### config.mk
export PLATFORM = sky130hd
export DESIGN_NAME = opseq_engine
export DESIGN_NICKNAME = d
export VERILOG_FILES = /design/src/rtl/opseq_pkg.sv /design/src/rtl/opseq_args.sv /design/src/rtl/opseq_copier.sv /design/src/rtl/opseq_engine.sv
export SDC_FILE = /design/constraint.sdc
export NUM_CORES = 1
export LEC_CHECK = 0
export BUFFER_PORTS_ARGS = -buffer_cell sky130_fd_sc_hd__buf_2
export CAP_MARGIN = 30
export CORE_MARGIN = 5
export CORE_UTILIZATION = 61
export DETAILED_ROUTE_END_ITERATION = 8
export GPL_TIMING_DRIVEN = 0
export PLACE_DENSITY_LB_ADDON = 0.15
export SLEW_MARGIN = 25
export SYNTH_ARGS = -nofsm -noshare
export SYNTH_HDL_FRONTEND = slang
export SYNTH_SLANG_ARGS = --single-unit
### constraint.sdc
create_clock -name clk -period 7.9 [get_ports clk]
set_input_delay 0 -clock clk [delete_from_list [all_inputs] [get_ports clk]]
set_output_delay 0 -clock clk [all_outputs]
set_load 0.03 [all_outputs]
### src/rtl/opseq_pkg.sv
package opseq_pkg;

  localparam logic [7:0] OP_END    = 8'h00;
  localparam logic [7:0] OP_SCLR   = 8'h10;
  localparam logic [7:0] OP_START  = 8'h11;
  localparam logic [7:0] OP_STOP   = 8'h12;
  localparam logic [7:0] OP_GET    = 8'h13;
  localparam logic [7:0] OP_ENABLE = 8'h14;
  localparam logic [7:0] OP_TIMER  = 8'h15;
  localparam logic [7:0] OP_INFO   = 8'h31;

  localparam int unsigned INFO_LEN = 10;
  localparam logic [7:0]  LAST_ADDR = 8'hFF;

  typedef enum logic [2:0] {
    ST_IDLE, ST_FETCH, ST_OPC, ST_ARG_RD, ST_ARG, ST_EXEC, ST_COPY, ST_FIN
  } state_e;

  function automatic logic op_known(input logic [7:0] op);
    case (op)
      OP_END, OP_SCLR, OP_START, OP_STOP, OP_GET,
      OP_ENABLE, OP_TIMER, OP_INFO: return 1'b1;
      default:                      return 1'b0;
    endcase
  endfunction

  function automatic logic [2:0] op_args(input logic [7:0] op);
    case (op)
      OP_ENABLE:      return 3'd2;
      OP_TIMER:       return 3'd4;
      OP_GET, OP_INFO: return 3'd1;
      default:        return 3'd0;
    endcase
  endfunction

  // last written byte dst+len-1 must not exceed 0xFE
  function automatic logic copy_fits(input logic [7:0] dst, input int unsigned len);
    return (32'(dst) + len) <= 32'd255;
  endfunction

  function automatic logic [7:0] info_byte(input logic [7:0] idx, input logic [15:0] ver,
                                           input logic [7:0] rld, input logic [7:0] cnt,
                                           input logic [7:0] raddr);
    case (idx)
      8'd0:    return ver[15:8];
      8'd1:    return ver[7:0];
      8'd2:    return 8'h00;
      8'd3:    return rld;
      8'd4:    return cnt;
      8'd5:    return 8'h00;
      8'd6:    return raddr;
      default: return 8'h00;
    endcase
  endfunction

endpackage

### src/rtl/opseq_args.sv
module opseq_args #(
  parameter int unsigned MAX_ARGS = 4,
  localparam int unsigned CNT_W = $clog2(MAX_ARGS + 1)
) (
  input  logic                     clk,
  input  logic                     rst_n,
  input  logic                     clr,
  input  logic                     cap,
  input  logic [7:0]               din,
  output logic [MAX_ARGS-1:0][7:0] args,
  output logic [CNT_W-1:0]         cnt
);

  always_ff @(posedge clk or negedge rst_n) begin
    if (!rst_n)   cnt <= '0;
    else if (clr) cnt <= '0;
    else if (cap) cnt <= cnt + 1'b1;
  end

  for (genvar g = 0; g < MAX_ARGS; g++) begin : g_slot
    always_ff @(posedge clk or negedge rst_n) begin
      if (!rst_n)                        args[g] <= '0;
      else if (cap && cnt == CNT_W'(g))  args[g] <= din;
    end
  end


  arg_range_chk: assert property (@(posedge clk) disable iff (!rst_n)
    cap |-> (32'(cnt) < MAX_ARGS));

endmodule

### src/rtl/opseq_copier.sv
module opseq_copier
  import opseq_pkg::*;
#(
  parameter int unsigned GET_LEN = 99,
  parameter int unsigned NREC    = 9,
  parameter logic [15:0] VERSION = 16'h0102,
  localparam int unsigned IDX_W  = $clog2(GET_LEN),
  localparam int unsigned MAXLEN = (GET_LEN > INFO_LEN) ? GET_LEN : INFO_LEN,
  localparam int unsigned CW     = $clog2(MAXLEN + 1)
) (
  input  logic             clk,
  input  logic             rst_n,
  input  logic             launch,
  input  logic             sel_info,
  input  logic [7:0]       dst,
  input  logic [7:0]       reload,
  input  logic [7:0]       rec_addr,
  input  logic [7:0]       rec_data,
  output logic             active,
  output logic             last,
  output logic             wr,
  output logic [7:0]       waddr,
  output logic [7:0]       wdata,
  output logic [IDX_W-1:0] rec_idx
);

  logic [CW-1:0] idx;
  logic [7:0]    base;
  logic          info_q;
  logic [CW-1:0] len_m1;

  assign len_m1 = info_q ? CW'(INFO_LEN - 1) : CW'(GET_LEN - 1);

  always_ff @(posedge clk or negedge rst_n) begin
    if (!rst_n) begin
      active <= 1'b0;
      idx    <= '0;
      base   <= '0;
      info_q <= 1'b0;
    end else if (launch) begin
      active <= 1'b1;
      idx    <= '0;
      base   <= dst;
      info_q <= sel_info;
    end else if (active) begin
      idx <= idx + 1'b1;
      if (last) active <= 1'b0;
    end
  end

  assign last    = active && (idx == len_m1);
  assign wr      = active;
  assign waddr   = base + 8'(idx);
  assign rec_idx = IDX_W'(idx);
  assign wdata   = info_q ? info_byte(8'(idx), VERSION, reload, 8'(NREC), rec_addr)
                          : rec_data;


  copy_addr_step_chk: assert property (@(posedge clk) disable iff (!rst_n)
    (wr && $past(wr)) |-> (waddr == $past(waddr) + 8'd1));

endmodule

### src/rtl/opseq_engine.sv
module opseq_engine
  import opseq_pkg::*;
#(
  parameter int unsigned NREC         = 9,
  parameter int unsigned REC_BYTES    = 11,
  parameter logic [15:0] VERSION      = 16'h0102,
  parameter logic [7:0]  REC_ADDR_RST = 8'h80,
  localparam int unsigned GET_LEN     = NREC * REC_BYTES,
  localparam int unsigned IDX_W       = $clog2(GET_LEN)
) (
  input  logic             clk,
  input  logic             rst_n,
  input  logic             go,
  input  logic [7:0]       go_addr,
  output logic             mem_rd,
  output logic             mem_we,
  output logic [7:0]       mem_addr,
  output logic [7:0]       mem_wdata,
  input  logic [7:0]       mem_rdata,
  output logic [IDX_W-1:0] rec_idx,
  input  logic [7:0]       rec_data,
  output logic             busy,
  output logic             done,
  output logic             err,
  output logic             acc_clear,
  output logic             acc_start,
  output logic             acc_stop,
  output logic             mask_ld,
  output logic [15:0]      chan_mask,
  output logic             tmr_ld,
  output logic [7:0]       tmr_reload
);

  state_e        state;
  logic [7:0]    pc;
  logic [7:0]    op_q;
  logic [2:0]    need;
  logic [7:0]    rec_addr;
  logic [3:0][7:0] args;
  logic [2:0]    arg_cnt;

  // named internal events
  logic in_exec, at_top, fetch_bad, op_bad, pre_bad, get_ok, info_ok;
  logic copy_launch, copy_active, copy_last, copy_wr;
  logic [7:0] copy_addr;

  assign in_exec   = (state == ST_EXEC);
  assign at_top    = (pc == LAST_ADDR);
  assign fetch_bad = (state == ST_FETCH || state == ST_ARG_RD) && at_top;
  assign op_bad    = (state == ST_OPC) && !op_known(mem_rdata);
  assign pre_bad   = in_exec && (op_q == OP_TIMER) && (args[0] != 8'h00);
  assign get_ok    = copy_fits(args[0], GET_LEN);
  assign info_ok   = copy_fits(args[0], INFO_LEN);
  assign copy_launch = in_exec && ((op_q == OP_GET && get_ok) || (op_q == OP_INFO && info_ok));

  opseq_args #(.MAX_ARGS(4)) u_args (
    .clk  (clk),
    .rst_n(rst_n),
    .clr  (state == ST_OPC),
    .cap  (state == ST_ARG),
    .din  (mem_rdata),
    .args (args),
    .cnt  (arg_cnt)
  );

  opseq_copier #(.GET_LEN(GET_LEN), .NREC(NREC), .VERSION(VERSION)) u_copy (
    .clk     (clk),
    .rst_n   (rst_n),
    .launch  (copy_launch),
    .sel_info(op_q == OP_INFO),
    .dst     (args[0]),
    .reload  (tmr_reload),
    .rec_addr(rec_addr),
    .rec_data(rec_data),
    .active  (copy_active),
    .last    (copy_last),
    .wr      (copy_wr),
    .waddr   (copy_addr),
    .wdata   (mem_wdata),
    .rec_idx (rec_idx)
  );

  always_ff @(posedge clk or negedge rst_n) begin
    if (!rst_n) begin
      state      <= ST_IDLE;
      pc         <= '0;
      op_q       <= '0;
      need       <= '0;
      err        <= 1'b0;
      chan_mask  <= '0;
      tmr_reload <= '0;
      rec_addr   <= REC_ADDR_RST;
    end else begin
      case (state)
        ST_IDLE: if (go) begin
          pc    <= go_addr;
          err   <= 1'b0;
          state <= ST_FETCH;
        end
        ST_FETCH, ST_ARG_RD: begin
          if (at_top) begin
            err   <= 1'b1;
            state <= ST_FIN;
          end else begin
            pc    <= pc + 8'd1;
            state <= (state == ST_FETCH) ? ST_OPC : ST_ARG;
          end
        end
        ST_OPC: begin
          op_q <= mem_rdata;
          need <= op_args(mem_rdata);
          if (op_bad) begin
            err   <= 1'b1;
            state <= ST_FIN;
          end else if (op_args(mem_rdata) == 3'd0) state <= ST_EXEC;
          else                                     state <= ST_ARG_RD;
        end
        ST_ARG: state <= (arg_cnt + 3'd1 == need) ? ST_EXEC : ST_ARG_RD;
        ST_EXEC: begin
          state <= ST_FETCH;
          case (op_q)
            OP_END: state <= ST_FIN;
            OP_ENABLE: chan_mask <= {args[0], args[1]};
            OP_TIMER: begin
              if (pre_bad) begin
                err   <= 1'b1;
                state <= ST_FIN;
              end else tmr_reload <= args[1];
            end
            OP_GET: begin
              if (get_ok) begin
                rec_addr <= args[0];
                state    <= ST_COPY;
              end else begin
                err   <= 1'b1;
                state <= ST_FIN;
              end
            end
            OP_INFO: begin
              if (info_ok) state <= ST_COPY;
              else begin
                err   <= 1'b1;
                state <= ST_FIN;
              end
            end
            default: ;
          endcase
        end
        ST_COPY: if (copy_last) state <= ST_FETCH;
        ST_FIN:  state <= ST_IDLE;
        default: state <= ST_IDLE;
      endcase
    end
  end

  assign busy      = (state != ST_IDLE) && (state != ST_FIN);
  assign done      = (state == ST_FIN);
  assign mem_rd    = (state == ST_FETCH || state == ST_ARG_RD) && !at_top;
  assign mem_we    = copy_wr;
  assign mem_addr  = copy_active ? copy_addr : pc;
  assign acc_clear = in_exec && (op_q == OP_SCLR);
  assign acc_start = in_exec && (op_q == OP_START);
  assign acc_stop  = in_exec && (op_q == OP_STOP);
  assign mask_ld   = in_exec && (op_q == OP_ENABLE);
  assign tmr_ld    = in_exec && (op_q == OP_TIMER) && !pre_bad;


  done_pulse_chk: assert property (@(posedge clk) disable iff (!rst_n)
    done |=> !done);

  done_after_busy_chk: assert property (@(posedge clk) disable iff (!rst_n)
    done |-> (!busy && $past(busy)));

  strobe_onehot_chk: assert property (@(posedge clk) disable iff (!rst_n)
    $onehot0({acc_clear, acc_start, acc_stop, mask_ld, tmr_ld}));

  copy_bound_chk: assert property (@(posedge clk) disable iff (!rst_n)
    mem_we |-> (mem_addr != LAST_ADDR));

  port_excl_chk: assert property (@(posedge clk) disable iff (!rst_n)
    !(mem_we && mem_rd));

  err_rise_chk: assert property (@(posedge clk) disable iff (!rst_n)
    $rose(err) |-> done);

  reload_stable_chk: assert property (@(posedge clk) disable iff (!rst_n)
    !tmr_ld |=> $stable(tmr_reload));

endmodule

# After elaboration in Yosys (flattened, before gate mapping)

Index checks and enable logic that the tools add are counted.

Reductions and logical operators: 42
Equality and inequality tests: 39
Bitwise logic cells: 1
Add/subtract/negate cells: 6
$lt $le $gt $ge: 2
Muxes and demuxes: 38

Operators with widths:

| operator                                                              | count |
|---|---|
| 8-bit by 5-bit == test with 1-bit output, second input constant       | 12 |
| 8-bit case mux with 5 select lines                                    | 1 |
| 3-bit 2-to-1 mux                                                      | 12 |
| 8-bit 2-to-1 mux                                                      | 4 |
| 7-bit 2-to-1 mux                                                      | 3 |
| 3-bit case mux with 7 select lines                                    | 1 |
| 9-bit by 8-bit <= comparator with 1-bit output, second input constant | 2 |
| 8-bit by 6-bit == test with 1-bit output, second input constant       | 2 |
| 1-bit logical AND                                                     | 16 |
| 8-bit zero test                                                       | 2 |
| 8-bit case mux with 2 select lines                                    | 1 |
| 7-bit by 3-bit == test with 1-bit output, second input constant       | 2 |
| 3-bit == test, second input constant                                  | 4 |
| 1-bit 2-to-1 mux                                                      | 12 |
| 3-bit inequality test, second input constant                          | 4 |
| 3-bit case mux with 4 select lines                                    | 1 |
| 2-bit inequality test, second input constant                          | 5 |
| 8-bit by 4-bit adder with 9-bit output, second input constant         | 1 |
| 8-bit by 7-bit adder with 9-bit output, second input constant         | 1 |
| 3-bit zero test                                                       | 3 |
| 3-bit case mux with 3 select lines                                    | 1 |
| 3-bit AND reduction                                                   | 3 |
| 8-bit by 1-bit adder with 8-bit output, second input constant         | 1 |
| 8-bit by 7-bit adder with 8-bit output                                | 1 |
| other kinds (24)                                                      | 33 |

Output and inout bits: 57
Register bits: 91
Bits of input ports: 27
Logic and storage cells: 143

# Longest topological paths before layout

Word-level depth: 11
Mapped depth: 9
Gate-level depth less buffers: 9

# By module

From an unflattened synthesis, not the netlist that was laid out.

Cell total of the unflattened synthesis: 544
Area total of the unflattened synthesis: 5799.3 µm²

By module, submodules not included:

| module       | sequential area each (µm²) | area each (µm²) | cells an instance | times used |
|---|---|---|---|---|
| opseq_engine | 1377.6                     | 3083.0          | 321               | 1 |
| opseq_args   | 875.8                      | 1428.9          | 86                | 1 |
| opseq_copier | 425.4                      | 1287.5          | 137               | 1 |

# Worst setup path after synthesis

Ideal clock, no wire load.

Path kind: flip-flop to output port
Start: reg u_copy.idx[0] (netlist: u_copy.rec_idx[0])
End: out mem_addr[6]
Path buffers: 0
Data arrival time: 2801 ps
Path slack: 5099 ps
Stages on the path, launching flop included: 9
Required time: 7900 ps
Path through: dfrtp_1 -> ha_1 -> inv_1 -> fa_1 -> nor2b_1 -> o21ai_0 -> a21boi_0 -> o21a_1 -> o311ai_0

Cells in the longest elaborated chain, start to end: 2

RTL lines:

| what                                   | line                | source |
|---|---|---|
| start, declared                        | opseq_copier.sv:27  | `logic [CW-1:0] idx;` |
| start signal, assigned                 | opseq_copier.sv:46  | `idx <= idx + 1'b1;` |
| 8-bit by 7-bit adder with 8-bit output | opseq_copier.sv:53  | `assign waddr = base + 8'(idx);` |
| 8-bit 2-to-1 mux                       | opseq_engine.sv:160 | `assign mem_addr = copy_active ? copy_addr : pc;` |
| end, declared                          | opseq_engine.sv:17  | `output logic [7:0] mem_addr,` |

No other way between the ends.

# Final worst setup path

Start: reg op_q[5]
End: out mask_ld

Cells in the longest elaborated chain, start to end: 2

RTL lines:

| what                                     | line                | source |
|---|---|---|
| start, declared                          | opseq_engine.sv:36  | `logic [7:0] op_q;` |
| start signal, assigned                   | opseq_engine.sv:110 | `op_q <= mem_rdata;` |
| 8-bit by 5-bit == test with 1-bit output | opseq_engine.sv:164 | `assign mask_ld = in_exec && (op_q == OP_ENABLE);` |
| 1-bit logical AND                        | opseq_engine.sv:164 |  |
| end, declared                            | opseq_engine.sv:28  | `output logic mask_ld,` |

No other way between the ends.

==> summary.txt <==
Run status
  • Status: finished clean

Yosys
  • Prevailing post-synth register cell: sky130_fd_sc_hd__dfrtp_1
  • Warnings from Yosys: 0
  • Register bit count reported by yosys: 91
  • Sequential share of the synthesized area: 0.457
  • Number of instances in the synthesized netlist: 516
  • Yosys cell types: 60
  • Post-synthesis async set-or-reset flop share: 1.00
  • Mean instance size in the synthesized netlist: 9.65 sq um
  • Synthesized Nets: 564
  • Number of enable-type register cells in the synthesized netlist: 0
  • Mapped cell area: 0.00498 sq mm

Flow run
  • Number of maximum-capacitance violations: 0

Worst setup path
  • Critical path's largest stage delay: 0.59 ns
  • Endpoint required time on the critical path: 7.90 ns
  • Signal arrival time at the worst endpoint: 2.88 ns
  • Most frequent CP cell: sky130_fd_sc_hd__buf_2
  • R2r worst-path depth: 5
  • Worst Path Class, Setup: reg -> out
  • CP Buf/Inv Count: 3
  • CP top delay family: simple AND/OR/NAND/NOR gates
  • Timing startpoint of the critical path: op_q[5]
  • Cell chain of the critical path: or4b_4 > or2_2 > or4_1 > buf_2 > clkinv_1 > buf_2
  • Type of destination of the critical path: output port
  • Source of the worst register-to-register timing path: op_q[2]
  • Stages on worst setup path: 6
  • Critical path launch point type: flip-flop
  • Master of the slowest instance on the critical path: sky130_fd_sc_hd__or4b_4
  • Peak fanout along the critical path: 10

Finish
  • Number of diodes added for antenna fixing: 0
  • Post-Layout Inst Area: 0.00591 sq mm
  • Area growth from synthesis to layout: 18.6%
  • Total Nets Final: 672
  • Ratio of cells with drive above 1 in the final layout: 0.242
  • Multi-input gate area in the final layout: 0.00255 sq mm
  • Storage cell area: 0.00228 sq mm
  • Finished Core Util: 0.730
  • Non-filler cells in the finished layout: 734
  • Filler instances: 638

Clocking
  • Clock tree from TritonCTS: yes
  • Buffer levels on the longest clock path: 2
  • Resize count post-CTS: 0
  • Later-pin clock latency in the skew report: 0.37 ns
  • Clock Root Buffer: sky130_fd_sc_hd__clkbuf_8
  • Clock transition time at the flip-flop clock pins of the worst setup and hold paths: 0.10 ns
  • Total number of clock tree sinks: 91
  • H-tree Lvls: 3
  • Num CTS Buffers: 9

Global route
  • Initial antenna violation count: 0
  • Total global routing overflow: 0
  • Global-route wire length before repair: 20400 um
  • Via count of the first global-routing pass: 4177
  • Largest net degree at the start of global routing: 63
  • Total routing resource utilization after global routing: 0.255

Floorplanning
  • Die Width: 100 um
  • Number of placed I/O pins: 84
  • Placeable core area: 0.00809 sq mm
  • Starting Density: 0.615
  • Y dimension of the die: 100 um
  • Area of the die: 0.0101 sq mm
  • Core Rows: 33

Detailed routing
  • Average wire length per cell after detail routing: 16.7 um
  • DRC marker count from the first detailed-route iteration: 255
  • Vias: 4320
  • Drt via density: 5.89
  • First-pass iteration count of the detailed router: 5
  • Final routed wirelength across all metal layers: 12300 um
  • Remaining routing DRC violations: 0
  • Number of nets still failing antenna checks after routing: 0

Timing
  • Crit path time final: 2.88 ns
  • Number of slew-limit violations in the final report: 0
  • Fin crit share: 0.364
  • RSZ-0062 raised after global routing: false
  • Fin worst setup slack: 5.02 ns
  • Final Hold Slack: 0.0269 ns
  • Count of final hold-check violations: 0
  • Fin Clk Skew: 0.0131 ns
  • Headroom to the max-slew limit: 0.399
  • Setup-failing EPs final: 0
  • Final TNS setup: 0 ns
  • Slew at the pin with the worst max-slew slack: 0.898 ns
  • Maximum operating frequency: 0.348 GHz

Placement
  • # placed instances: 702
  • Detail Placement HPWL: 9110 um
  • Port Buffer Count: 80
  • Cell area after placement: 0.00555 sq mm
  • Gp weighted congestion: 0.860
  • Worst slack at placement: 5.19 ns

Min path
  • Number of cells on the worst hold path: 3
  • Type of the most critical hold path: in -> reg
  • Hold wc startpoint: mem_rdata[5]

Power
  • Peak VDD IR: 208 uV
  • Total leakage power: 2.90 nW
  • Power Total: 2.00 mW
  • Areal power density over the cells: 338 mW/mm^2
## layout make-up
type,count,share of cell area
Timing Repair Buffer,97,0.101
Multi-Input combinational cell,385,0.432
Buffer,21,0.0136
Clock buffer,9,0.0210
Sequential cell,91,0.386
Tap cell,105,0.0222
Inverter,19,0.0121
Clock inverter,7,0.0133
## where the power goes
part	total (mW)	leakage, nW	internal (mW)	switching, mW
Sequential	0.763	1.18	0.604	0.160
Clock	0.322	0.104	0.127	0.195
Combinational	0.911	1.62	0.339	0.572
## cells in the mapped netlist (3+ instances only)
cell type,number,share of area
sky130_fd_sc_hd__a211oi_1,4,0.0060
sky130_fd_sc_hd__a21o_1,5,0.0075
sky130_fd_sc_hd__a21oi_1,39,0.039
sky130_fd_sc_hd__a221oi_1,5,0.0088
sky130_fd_sc_hd__a31oi_1,5,0.0063
sky130_fd_sc_hd__and3_1,3,0.0038
sky130_fd_sc_hd__clkbuf_1,19,0.014
sky130_fd_sc_hd__dfrtp_1,90,0.45
sky130_fd_sc_hd__ha_1,20,0.050
sky130_fd_sc_hd__inv_1,17,0.013
sky130_fd_sc_hd__mux2_2,45,0.10
sky130_fd_sc_hd__mux2i_1,4,0.0080
sky130_fd_sc_hd__nand2_1,94,0.071
sky130_fd_sc_hd__nand3_1,10,0.010
sky130_fd_sc_hd__nand4_1,5,0.0063
sky130_fd_sc_hd__nor2_1,36,0.027
sky130_fd_sc_hd__nor2b_1,5,0.0063
sky130_fd_sc_hd__nor3_1,9,0.0090
sky130_fd_sc_hd__nor3b_1,3,0.0045
sky130_fd_sc_hd__nor4_1,6,0.0075
sky130_fd_sc_hd__o21ai_0,21,0.021
sky130_fd_sc_hd__o221ai_1,3,0.0053
sky130_fd_sc_hd__o22ai_1,5,0.0063
sky130_fd_sc_hd__or3_1,5,0.0063
sky130_fd_sc_hd__or4_1,3,0.0045
sky130_fd_sc_hd__xnor2_1,8,0.014
sky130_fd_sc_hd__xor2_1,8,0.014
## placed cells by master, fill, tap and decap left out, types with 6 or more instances in the layout
cell and count:
sky130_fd_sc_hd__a21oi_1 39, sky130_fd_sc_hd__xnor2_1 8, sky130_fd_sc_hd__buf_2 80, sky130_fd_sc_hd__nand2_1 94, sky130_fd_sc_hd__clkbuf_8 9, sky130_fd_sc_hd__o21ai_0 21
sky130_fd_sc_hd__ha_1 20, sky130_fd_sc_hd__inv_1 17, sky130_fd_sc_hd__nor3_1 9, sky130_fd_sc_hd__nor4_1 6, sky130_fd_sc_hd__nor2_1 36, sky130_fd_sc_hd__clkbuf_1 19
sky130_fd_sc_hd__dlygate4sd3_1 16, sky130_fd_sc_hd__nand3_1 10, sky130_fd_sc_hd__mux2_2 45, sky130_fd_sc_hd__dfrtp_1 90, sky130_fd_sc_hd__xor2_1 8
## tightest hold or removal path: cells and delay by family
family,cells,cell delay (ns)
buffers and inverters,1,0.20
and+or+nand+nor,2,0.15
## state kept, by name (all words and copies together), names as in the netlist
register	count
tmr_reload	8
op_q	8
u_copy.active	1
u_copy.info_q	1
u_args.cnt	3
u_args.args	16
need	3
u_copy.rec_idx	7
chan_mask	16
u_copy.base	8
pc	8
rec_addr	8
state	3
err	1
## routing by layer
layer  global-route usage  routed length (um)  vias up  share of wire
met5                    0                   0        -              0
li1                     -                   -     2056              -
met2                0.413                6100      114           0.50
met4               0.0642                 117        0         0.0095
met1                0.359                5430     2140           0.44
met3               0.0417                 645       10          0.053
## repair_timing
item / in CTS / in global routing
hold buffers: 16 / 0
setup buffers: 0 / 0
endpoints found under the hold margin: 113 / 0
## logic make-up after synthesis
| group | after synthesis | synth area share |
|---|---|---|
| adder cells (fa/ha/maj) | 22 | 0.0563 |
| XOR/XNOR | 16 | 0.0281 |
| buffers and inverters | 40 | 0.0304 |
| AO/OA/AOI/OAI | 101 | 0.129 |
| AND/OR/NAND/NOR | 196 | 0.187 |
| flip-flops | 91 | 0.457 |
| multiplexers | 50 | 0.112 |
## final timing paths
check | end | slack [ns]
max in group asynchronous | rec_addr[7] | 7.19
min in group asynchronous | pc[6] | 0.07
max reg2reg | u_copy.base[2] | 5.16
min | op_q[5] | 0.03
max | mask_ld | 5.02
min reg2reg | chan_mask[2] | 0.49
No activity file was read; power rests on OpenSTA's default activity.
